[src/rtl/mtp_pkg.sv]
package mtp_pkg;
  localparam int unsigned DEF_NUM_THR = 4;
  localparam int unsigned DEF_MAX_LD  = 2;
endpackage

[src/rtl/mtp_rst_sync.sv]
module mtp_rst_sync (
  input  logic clk_i,
  input  logic rst_n_i,
  output logic rst_s_n_o
);
  logic [1:0] sync_q;

  always_ff @(posedge clk_i or negedge rst_n_i) begin
    if (!rst_n_i) sync_q <= 2'b00;
    else          sync_q <= {sync_q[0], 1'b1};
  end

  assign rst_s_n_o = sync_q[1];
endmodule

[src/rtl/mtp_thr_status.sv]
module mtp_thr_status #(
  parameter int unsigned TID_W = 2,
  parameter int unsigned MY_ID = 0
) (
  input  logic             clk_i,
  input  logic             rst_n_i,
  input  logic             ibuf_vld_i,
  input  logic             trap_pend_i,
  input  logic             rsrc_busy_i,
  input  logic             susp_i,
  input  logic             nxt_load_i,
  input  logic             ld_full_i,
  input  logic             granted_i,
  input  logic             ldres_vld_i,
  input  logic             ldres_miss_i,
  input  logic [TID_W-1:0] ldres_tid_i,
  input  logic             mret_vld_i,
  input  logic [TID_W-1:0] mret_tid_i,
  output logic             ready_o,
  output logic             replay_o
);
  logic unres_q, unres_d;
  logic spec_q, spec_d;
  logic miss_q, miss_d;
  logic rply_q, rply_d;
  logic res_me, ret_me, upd;

  assign res_me = ldres_vld_i && (ldres_tid_i == TID_W'(MY_ID));
  assign ret_me = mret_vld_i && (mret_tid_i == TID_W'(MY_ID));

  assign ready_o = ibuf_vld_i && !trap_pend_i && !rsrc_busy_i && !susp_i &&
                   !miss_q && !(nxt_load_i && (ld_full_i || unres_q));

  always_comb begin
    unres_d = unres_q;
    spec_d  = spec_q;
    miss_d  = miss_q;
    rply_d  = 1'b0;
    if (res_me) begin
      unres_d = 1'b0;
      spec_d  = 1'b0;
      rply_d  = ldres_miss_i && (spec_q || (granted_i && unres_q));
    end else begin
      if (granted_i && nxt_load_i) unres_d = 1'b1;
      if (granted_i && unres_q)    spec_d  = 1'b1;
    end
    if (res_me && ldres_miss_i) miss_d = 1'b1;
    else if (ret_me)            miss_d = 1'b0;
  end

  assign upd = granted_i || res_me || ret_me || rply_q;

  always_ff @(posedge clk_i or negedge rst_n_i) begin
    if (!rst_n_i) begin
      unres_q <= 1'b0;
      spec_q  <= 1'b0;
      miss_q  <= 1'b0;
      rply_q  <= 1'b0;
    end else if (upd) begin
      unres_q <= unres_d;
      spec_q  <= spec_d;
      miss_q  <= miss_d;
      rply_q  <= rply_d;
    end
  end

  assign replay_o = rply_q;
endmodule

[src/rtl/mtp_ld_budget.sv]
module mtp_ld_budget #(
  parameter int unsigned MAX_LD = 2
) (
  input  logic clk_i,
  input  logic rst_n_i,
  input  logic ld_issue_i,
  input  logic hit_i,
  input  logic ret_i,
  output logic full_o
);
  localparam int unsigned CNT_W = $clog2(MAX_LD + 1);

  logic [CNT_W-1:0] cnt_q, cnt_d;
  logic             cnt_en;

  always_comb begin
    int tmp;
    tmp = int'(cnt_q);
    if (ld_issue_i) tmp = tmp + 1;
    if (hit_i)      tmp = tmp - 1;
    if (ret_i)      tmp = tmp - 1;
    if (tmp < 0)    tmp = 0;
    cnt_d = CNT_W'(tmp);
  end

  assign cnt_en = ld_issue_i || hit_i || ret_i;

  always_ff @(posedge clk_i or negedge rst_n_i) begin
    if (!rst_n_i)    cnt_q <= '0;
    else if (cnt_en) cnt_q <= cnt_d;
  end

  assign full_o = (cnt_q >= CNT_W'(MAX_LD));
endmodule

[src/rtl/mtp_lru_pick.sv]
module mtp_lru_pick #(
  parameter int unsigned NUM_THR = 4,
  parameter int unsigned TID_W   = 2
) (
  input  logic               clk_i,
  input  logic               rst_n_i,
  input  logic [NUM_THR-1:0] ready_i,
  output logic [NUM_THR-1:0] grant_o,
  output logic               found_o
);
  logic [TID_W-1:0] order_q [NUM_THR];
  logic [TID_W-1:0] order_d [NUM_THR];
  logic [TID_W-1:0] pos;
  logic             found;

  always_comb begin
    found = 1'b0;
    pos   = '0;
    for (int p = 0; p < NUM_THR; p++) begin
      if (!found && ready_i[order_q[p]]) begin
        found = 1'b1;
        pos   = TID_W'(p);
      end
    end
  end

  always_comb begin
    for (int k = 0; k < NUM_THR - 1; k++) begin
      if (k < int'(pos)) order_d[k] = order_q[k];
      else               order_d[k] = order_q[k+1];
    end
    order_d[NUM_THR-1] = order_q[pos];
  end

  assign found_o = found;
  assign grant_o = found ? (NUM_THR'(1) << order_q[pos]) : '0;

  always_ff @(posedge clk_i or negedge rst_n_i) begin
    if (!rst_n_i) begin
      for (int k = 0; k < NUM_THR; k++) order_q[k] <= TID_W'(k);
    end else if (found) begin
      for (int k = 0; k < NUM_THR; k++) order_q[k] <= order_d[k];
    end
  end
endmodule

[src/rtl/mt_thread_picker.sv]
module mt_thread_picker #(
  parameter int unsigned NUM_THR = mtp_pkg::DEF_NUM_THR,
  parameter int unsigned MAX_LD  = mtp_pkg::DEF_MAX_LD,
  parameter int unsigned TID_W   = $clog2(NUM_THR)
) (
  input  logic               clk_i,
  input  logic               rst_n_i,
  input  logic [NUM_THR-1:0] ibuf_vld_i,
  input  logic [NUM_THR-1:0] trap_pend_i,
  input  logic [NUM_THR-1:0] rsrc_busy_i,
  input  logic [NUM_THR-1:0] susp_i,
  input  logic [NUM_THR-1:0] nxt_load_i,
  input  logic               ldres_vld_i,
  input  logic               ldres_miss_i,
  input  logic [TID_W-1:0]   ldres_tid_i,
  input  logic               mret_vld_i,
  input  logic [TID_W-1:0]   mret_tid_i,
  output logic [NUM_THR-1:0] sel_o,
  output logic               issue_vld_o,
  output logic [NUM_THR-1:0] replay_o
);
  logic               rst_s_n;
  logic [NUM_THR-1:0] ready;
  logic [NUM_THR-1:0] grant;
  logic               found;
  logic               ld_full;
  logic               ld_issue;

  mtp_rst_sync u_rst (
    .clk_i     (clk_i),
    .rst_n_i   (rst_n_i),
    .rst_s_n_o (rst_s_n)
  );

  for (genvar t = 0; t < NUM_THR; t++) begin : g_thr
    mtp_thr_status #(.TID_W(TID_W), .MY_ID(t)) u_st (
      .clk_i        (clk_i),
      .rst_n_i      (rst_s_n),
      .ibuf_vld_i   (ibuf_vld_i[t]),
      .trap_pend_i  (trap_pend_i[t]),
      .rsrc_busy_i  (rsrc_busy_i[t]),
      .susp_i       (susp_i[t]),
      .nxt_load_i   (nxt_load_i[t]),
      .ld_full_i    (ld_full),
      .granted_i    (grant[t]),
      .ldres_vld_i  (ldres_vld_i),
      .ldres_miss_i (ldres_miss_i),
      .ldres_tid_i  (ldres_tid_i),
      .mret_vld_i   (mret_vld_i),
      .mret_tid_i   (mret_tid_i),
      .ready_o      (ready[t]),
      .replay_o     (replay_o[t])
    );
  end

  mtp_lru_pick #(.NUM_THR(NUM_THR), .TID_W(TID_W)) u_pick (
    .clk_i   (clk_i),
    .rst_n_i (rst_s_n),
    .ready_i (ready),
    .grant_o (grant),
    .found_o (found)
  );

  assign ld_issue = |(grant & nxt_load_i);

  mtp_ld_budget #(.MAX_LD(MAX_LD)) u_budget (
    .clk_i      (clk_i),
    .rst_n_i    (rst_s_n),
    .ld_issue_i (ld_issue),
    .hit_i      (ldres_vld_i && !ldres_miss_i),
    .ret_i      (mret_vld_i),
    .full_o     (ld_full)
  );

  assign sel_o       = grant;
  assign issue_vld_o = found;
endmodule

[config.mk]
export PLATFORM = sky130hd
export DESIGN_NAME = mt_thread_picker
export DESIGN_NICKNAME = d
export VERILOG_FILES = /design/src/rtl/mtp_pkg.sv /design/src/rtl/mtp_rst_sync.sv /design/src/rtl/mtp_thr_status.sv /design/src/rtl/mtp_ld_budget.sv /design/src/rtl/mtp_lru_pick.sv /design/src/rtl/mt_thread_picker.sv
export SDC_FILE = /design/constraint.sdc
export NUM_CORES = 1
export LEC_CHECK = 0
export BUFFER_PORTS_ARGS = -buffer_cell sky130_fd_sc_hd__buf_2
export CORE_ASPECT_RATIO = 0.75
export CORE_UTILIZATION = 53
export DETAILED_ROUTE_END_ITERATION = 16
export HOLD_SLACK_MARGIN = 0.03
export PLACE_DENSITY_LB_ADDON = 0.2
export SYNTH_ARGS = -nofsm -noshare
export SYNTH_HDL_FRONTEND = slang
export SYNTH_HIERARCHICAL = 1
export SYNTH_SLANG_ARGS = --single-unit
[constraint.sdc]
create_clock -name clk_i -period 2.85 [get_ports clk_i]
set_input_delay 0.1425 -clock clk_i [delete_from_list [all_inputs] [get_ports clk_i]]
set_output_delay 0.1425 -clock clk_i [all_outputs]
set_load 0.02 [all_outputs]
==> results.txt, run 1 <==
* Status: finished with violations
- The checks that failed: setup timing.
- Fraction of layout cells with a size suffix above 1: 0.619
* Die W: 67.2 µm
* Slew at the pin closest to its max-slew limit: 1.07 ns
- First drt pass iteration count: 5
* Floorplan row count: 17
* Buffer type at the clock tree root: clkbuf_8
- Unrepaired setup endpoints after global routing: true
* Worst hold stages: 2
- Total clock buffers created by CTS: 3
* H-tree levels: 1
- Setup slack on the critical path of the routed design comes to -1.33 ns.
* Mapped Area: 0.00169 mm²
- At the worst endpoint, the required time is ~3.0 ns.
- Hold WC Path Type: in -> reg
- Nature of the critical path endpoint: flop
- In the routed design, unresolved DRC markers number 0.
- Start of the worst register-to-register path: u_budget/cnt_q[0]$_DFFE_PN0P_
- Worst Reg2Reg Path Length in Cells: 19
- Number of distinct standard cells referenced by the synthesized netlist: 55
* Terminating pin of the worst hold path: g_thr[3].u_st/unres_q$_DFFE_PN0P_
- Nets: about 290
* Area growth, synth to finish: 59.9%
* Net count after synthesis: approximately 200
- The top cell types in the final layout, fill and taps aside, are buf_4 (49), buf_2 (33), dfrtp_1 (23).
- Routed wire length per instance: 21.5 µm
* Yosys warning total: 6
- After layout, the minimum clock period comes to roughly 4.2 ns.
* Number of placed I/O pins: 38
* Clk Latency, worst-skew pair: 0.27 ns
- Clock-pin slew was measured on the worst setup and hold paths at around 0.10 ns.
- Synthesis-stage register bit count: 28
- Summed over all layers, the routed wires come to roughly 6400 µm.
- Initial DRC Count: between 150 and 200
- For this run, the total global-route usage over all layers was measured as 0.348.
- Mapped Avg Cell Area: ~10 µm²
- Routability-driven placement finished with a final weighted congestion of 0.907.
- IR analysis of the VDD net gives a maximum drop of roughly 0.00045 V.
- Prior to clock tree synthesis, the placed netlist has a worst setup slack of -1.38 ns.
* Final number of setup-violating endpoints: 18
- Seq/Total Area, Yosys: 0.417
- Post-route fraction of the period consumed by the critical path: 1.47
- Clock sinks: 28
- Clock tree from TritonCTS: built
* Maximum clock path buffer count: 2
* Die Outline Area: ~0.0034 mm²
- After synthesis, the share of flip-flops with an asynchronous set or reset is 1.00.
- Max-cap violations: 0
* Startpoint of the lowest-slack hold path: ldres_tid_i[1]
- Leaving out fill and tap cells, the most frequent cell in the layout is buf_4.
- The via count of the first global-routing pass is between 1500 and 2000.
- During placement, the flow inserted port buffers numbering 37.
- Placeable core region: roughly 0.0030 mm²
- Setup slack on the worst flop-to-flop path: -1.33 ns
* Main flop type after synthesis: dfrtp_1
* Total power per unit cell area: approximately 780 mW/mm²
* Count of final hold-check violations: 0
- Pwr Total: 2110 µW
* Total gr overflow: 0
* Post-layout utilization of the core: 0.908
- The initial utilization of the core area, before any placement, comes to 0.568.
- Vias per cell: about 6.2
- Highest clock frequency the design can meet: between 200 and 250 MHz
- Maximum fanout count along the critical path: 7
- In this run the tightest slew margin relative to its limit is 0.287.
* Endpoint arrival time on the critical path: between 4 and 5 ns
- 0 antenna diodes ended up in the layout.
- The routed layout has between 1500 and 2000 vias.
- Worst clock skew: 0.00780 ns
- Counting flops with a built-in enable in the synthesized netlist gives 0.
- Pins Over Slew Limit: 0
* Reg-to-reg critical path endpoint: u_budget/cnt_q[0]$_DFFE_PN0P_
* Number of nets still failing antenna checks after routing: 0
- STA classifies the critical path startpoint as a flop.
- Number of antenna violations at the first check in global routing: 0
- Entering global routing, the biggest net connects 27 pins.
- Die height: 50.9 µm
* Leak pwr: ~0.0013 µW
- First-pass GRT wire length: about 8500 µm
- Detailed placement finished with a half-perimeter wire length of about 3800 µm.
* Critical setup path kind: reg -> reg
- The cell count after synthesis came out at approximately 160.
-- timing repair --
action	CTS	global route
hold buffers	1	0
buffers inserted	7	8
resized for setup	29	20
endpoints found under the setup margin	18	19
endpoints found under the hold margin	2	0
pin swaps	16	10
-- registers in the layout (all words and copies together), names as in the netlist --
name                 count
g_thr.u_st/replay_o      4
u_budget/cnt_q           2
g_thr.u_st/spec_q        4
g_thr.u_st/unres_q       4
u_rst/sync_q             2
g_thr.u_st/miss_q        4
u_pick/order_q           8
-- routing by layer --
layer | vias to the layer above | share of wire | track usage
li1 | 796 | - | -
met1 | 879 | 0.40 | 0.479
met2 | 132 | 0.46 | 0.538
met3 | 35 | 0.088 | 0.0759
met4 | 0 | 0.046 | 0.121
met5 | - | 0 | 0
-- power breakdown --
part / internal [µW] / total, µW / leakage [µW] / switching (µW)
Combinational: 634 / 1260 / 0.000901 / 625
Sequential: 528 / 632 / 0.000353 / 104
Clock: 100 / 219 / 0.0000228 / 119
Total: 1260 / 2110 / 0.00128 / 847
-- worst max path at each step --
stage	from	to	slack (ns)	cells after the start
6_report	u_budget/cnt_q[0]$_DFFE_PN0P_	u_budget/cnt_q[0]$_DFFE_PN0P_	-1.33	19
5_1_grt	u_budget/cnt_q[0]$_DFFE_PN0P_	u_budget/cnt_q[1]$_DFFE_PN0P_	-1.40	20
4_1_cts	u_budget/cnt_q[1]$_DFFE_PN0P_	u_budget/cnt_q[1]$_DFFE_PN0P_	-1.17	19
3_5_place_dp	u_budget/cnt_q[0]$_DFFE_PN0P_	u_budget/cnt_q[1]$_DFFE_PN0P_	-1.38	20
3_3_place_gp	u_budget/cnt_q[0]$_DFFE_PN0P_	u_budget/cnt_q[1]$_DFFE_PN0P_	-1.25	20
2_1_floorplan	u_budget/cnt_q[0]$_DFFE_PN0P_	u_budget/cnt_q[0]$_DFFE_PN0P_	-1.12	20
-- cells by family (layout without fill, tap and decap cells) --
logic type	count (synthesis)	after routing	synth area share
AO/OA/AOI/OAI	40	40	0.163
XOR/XNOR	3	3	0.0200
adder cells (fa/ha/maj)	4	4	0.0296
buffers and inverters	9	104	0.0266
flip-flops	28	28	0.417
multiplexers	13	13	0.110
other	1	1	0.00222
AND/OR/NAND/NOR	64	64	0.232
-- worst max-delay path, cell delays in order (launching register included) --
cell	delay [ns]
dfrtp_2	0.42
inv_2	0.07
ha_2	0.17
or2_4	0.15
o21ai_1	0.08
and4_4	0.20
mux4_2	0.58
nand2_1	0.18
o31ai_4	0.11
a221oi_4	0.40
nor2_4	0.08
a22oi_2	0.23
nand2_2	0.11
and2b_4	0.27
nor2_2	0.05
ha_2	0.19
ha_4	0.25
a31o_2	0.15
nand4_1	0.10
a32o_1	0.28
-- area by class of cell --
class                   count  area, µm²
multi-input cells         125       1210
flip-flops and latches     28        707
repair buffers             94        667
fillers                   118        275
well taps                  38       47.5
clock buffers               4       45.0
inverters                   6       22.5
-- metrics by stage --
stage / setup TNS [ns] / instance area, µm² / hold slack, ns / instances
after floorplan: -2.24 / 1790 / -0.153 / 162
after global placement: -3.08 / 2310 / -0.0725 / 276
after detailed placement: -4.28 / 2310 / -0.0689 / 276
after CTS: -3.83 / 2540 / 0.128 / 288
after global routing: -7.52 / 2700 / 0.156 / 295
final: -6.24 / 2700 / 0.153 / 295
-- synthesized netlist by cell type, types with 3 or more instances --
master	instances	area share
and3b_1	3	0.016
dfrtp_1	24	0.36
nand2_1	7	0.016
mux2i_1	5	0.030
nor3_1	4	0.012
and4_1	4	0.021
mux2_1	3	0.020
nor2_1	19	0.042
a22o_1	3	0.016
dfstp_2	4	0.062
mux4_2	4	0.053
a21oi_1	10	0.030
o21ai_0	6	0.018
ha_1	4	0.030
o21ai_1	3	0.0089
inv_1	6	0.013
Power figures use the tool's default switching activity.
==> inputs of run 2 (changes only) <==
Settings changed: CORE_UTILIZATION 53 to 58.
Clock period 2.85 ns to 5.3 ns, I/O delays scaled along.
==> run 2 against run 1 <==
The flow now finishes without violations. Total power down 59%. Fmax down 16%. Hold slack better by 0.083 ns. First-iteration DRC count down 47%. Design area down 27%. Largest power group is now sequential cells. Setup slack better by 1.7 ns. Clock skew up 0.0042 ns.
==> results.txt, run 2 (synthesis gave the netlist of run 1 again) <==
* Status: finished, final reports clean
- The initial antenna violation count was 0.
- Combined global-route utilization of all metal layers: 0.280
- The share of total power dissipated in combinational logic is 0.382.
* Nature of the critical path endpoint: flop
- At the later pin of the worst-skew pair, clock insertion delay measures between 0.2 and 0.3 ns.
- Static timing analysis puts the maximum clock frequency at 202 MHz.
- Total clock buffers created by CTS: 3
* Fraction of layout cells with a size suffix above 1: 0.333
- In the final timing run, aggregate negative setup slack is 0 ns.
* Largest net degree at the start of global routing: 27
- First drt pass iteration count: 4
* Switch share: 0.366
- Highest-count cells in the layout ignoring fill and taps: buf_2 (37), dfrtp_1 (24), nor2_1 (19)
* Worst Reg2Reg Path Length in Cells: 19
- The count of final hold-check violations came to 0.
- Count of filler cells inserted in the layout: around 210
- Die height: 48.8 µm
- From synthesis to final layout, the design area changed by 17.2%.
* Hold Slack: between 0.2 and 0.25 ns
- Clock transition at the registers of the reported paths: around 0.090 ns
- Post-route fraction of the period consumed by the critical path: 0.936
- Top cell by count, worst path: ha_1
- On the worst path, the slowest cell contributes a delay of 0.50 ns.
* Routed wire length: between 3000 and 4000 µm
* Clock tree from TritonCTS: built
* Placeable core region: 0.00268 mm²
- Slew HR: 0.337
- 0 antenna diodes ended up in the layout.
- Ranked by flip-flop count, first place goes to u_pick/order_q.
- Counting along the longest clock path gives a buffer depth of 2.
- From left edge to right edge, the die measures between 60 and 70 µm.
- Max-cap violations: 0
- Across all layers, the routed design uses around 1500 vias.
- In this run the remaining antenna-violating nets after routing total 0.
- Maximum fanout count along the critical path: 10
- Slew at the pin closest to its max-slew limit: between 0.9 and 1 ns
- In the final layout, the multi-input gates occupy 942 µm².
- After detailed routing, the average wire length per cell comes to about 16 µm.
- The congestion estimate from routability-driven global placement came to between 0.8 and 0.9.
* Part of the power in registers: 0.426
* Vias per cell: about 6.3
- Post-CTS timing repair inserted 0 buffers for setup.
- Along the worst hold path, the cell count comes to 2.
- The worst setup path is launched from a flop.
* Min Clock Period, post-route: 4.96 ns
- In this run the critical register-to-register path is captured at u_budget/cnt_q[1]$_DFFE_PN0P_.
- Across the routed clock network, the largest skew measured is roughly 0.012 ns.
- In the final layout, flip-flops and latches occupy just over 700 µm².
- Critical-path cell list: inv_1, ha_1, or2_2, o21ai_0, and4_1, mux4_2, inv_1, and3_1, a221oi_2, nor2_1, a22oi_1, nand2_2, and2b_4, nor2_1, ha_1, ha_1, a31o_2, nand4b_1, a21boi_1
- The register with the most flip-flops in the layout has 8 of them.
- Total power per unit cell area: ~430 mW/mm²
- The clock drives 28 sinks.
- In this run the number of H-tree levels came out at 1.
- Endpoint arrival time on the critical path: 5.15 ns
- In this run the critical register-to-register path is launched from u_budget/cnt_q[0]$_DFFE_PN0P_.
* Final number of setup-violating endpoints: 0
- Unrepaired setup endpoints after global routing: false
* Pins Over Slew Limit: 0
- Final HPWL from detailed placement: around 3000 µm
- Across all register-to-register paths, the minimum setup slack is ~0.34 ns.
* Number of global-route vias before repair: about 1400
- The first global-routing pass estimated approximately 6600 µm of wire.
- In this run the clock root is driven by a clkbuf_8.
* Floorplan row count: 16
- The internal power of the cells totals about 540 µW.
* Hold WC Path Type: in -> reg
- The critical path is of the reg -> reg type.
- The worst hold path begins at ldres_tid_i[1].
* Part of the power in the clock network: 0.192
- Highest-delay cell along the critical path: dfrtp_1
- For this configuration, the core starts out at a cell density of 0.630.
* Initial DRC Count: around 90
- Number of placed I/O pins: 38
- The worst hold path terminates at g_thr[3].u_st/unres_q$_DFFE_PN0P_.
- VDD IR max: 0.000228 V
- Most common cell after layout, fill and taps aside: buf_2
- In the routed design, unresolved DRC markers number 0.
* Sw power: about 310 µW
- Die Outline Area: 0.00314 mm²
- Number of buffers added on ports: 37
- For this design the static power due to leakage is approximately 0.00095 µW.
- Required arrival time at the worst endpoint: approximately 5.5 ns
* Total gr overflow: 0
- Nets: about 240
-- run 2: worst max-delay path: cells and delay by family (launching register included) --
kind / cells / cell delay [ns]
AOI/OAI and AO/OA: 5 / 1.28
and+or+nand+nor: 8 / 1.77
adders and majority gates: 3 / 0.67
buffers and inverters: 2 / 0.21
DFF: 1 / 0.50
muxes: 1 / 0.43
-- run 2: worst max path at each step --
stage / start / end / slack (ns)
2_1_floorplan: u_budget/cnt_q[0]$_DFFE_PN0P_ / u_budget/cnt_q[0]$_DFFE_PN0P_ / 1.03
3_3_place_gp: u_budget/cnt_q[0]$_DFFE_PN0P_ / u_budget/cnt_q[1]$_DFFE_PN0P_ / 0.69
3_5_place_dp: u_budget/cnt_q[0]$_DFFE_PN0P_ / u_budget/cnt_q[1]$_DFFE_PN0P_ / 0.40
4_1_cts: u_budget/cnt_q[0]$_DFFE_PN0P_ / u_budget/cnt_q[1]$_DFFE_PN0P_ / 0.38
5_1_grt: u_budget/cnt_q[0]$_DFFE_PN0P_ / u_budget/cnt_q[1]$_DFFE_PN0P_ / 0.08
6_report: u_budget/cnt_q[0]$_DFFE_PN0P_ / u_budget/cnt_q[1]$_DFFE_PN0P_ / 0.34
-- run 2: area by class of cell --
| type | instances | share of cell area |
|---|---|---|
| timing repair buffer | 38 | 0.0985 |
| inverter | 6 | 0.0114 |
| clock buffer | 3 | 0.0208 |
| sequential | 28 | 0.356 |
| multi-input combinational | 125 | 0.475 |
| tap | 36 | 0.0227 |
| clock inverter | 1 | 0.0152 |
-- run 2: power by group through the flow --
stage               Combinational [µW]  Clock (µW)  Sequential [µW]
detailed placement                 315           0              365
global route                       358         178              375
finish                             327         164              364
CTS                                318         168              362
floorplan                          254           0              335
global placement                   294           0              362
-- run 2: timing repair --
item                                    4_1_cts  5_1_grt
endpoints found under the setup margin        0        1
gates resized for setup                       0        1
hold buffers                                  1        0
endpoints found under the hold margin         2        0
-- run 2: metrics by stage --
step                       util  setup WS [ns]  instances  total power (µW)  area [µm²]
after CTS                 0.738          0.376        237               849        1980
after global placement    0.708          0.688        232               656        1900
after global routing      0.739         0.0797        237               911        1980
after floorplan               -           1.03        162               589        1690
final                     0.739          0.337        237               856        1980
after detailed placement  0.708          0.401        232               680        1900
-- run 2: layer usage --
layer / global-route usage / part of all wire / vias up / wire (µm)
met5: 0 / 0 / - / 0
met3: 0.0613 / 0.096 / 6 / 376
met2: 0.421 / 0.44 / 81 / 1720
met1: 0.403 / 0.45 / 717 / 1750
li1: - / - / 683 / -
met4: 0.0963 / 0.015 / 0 / 57
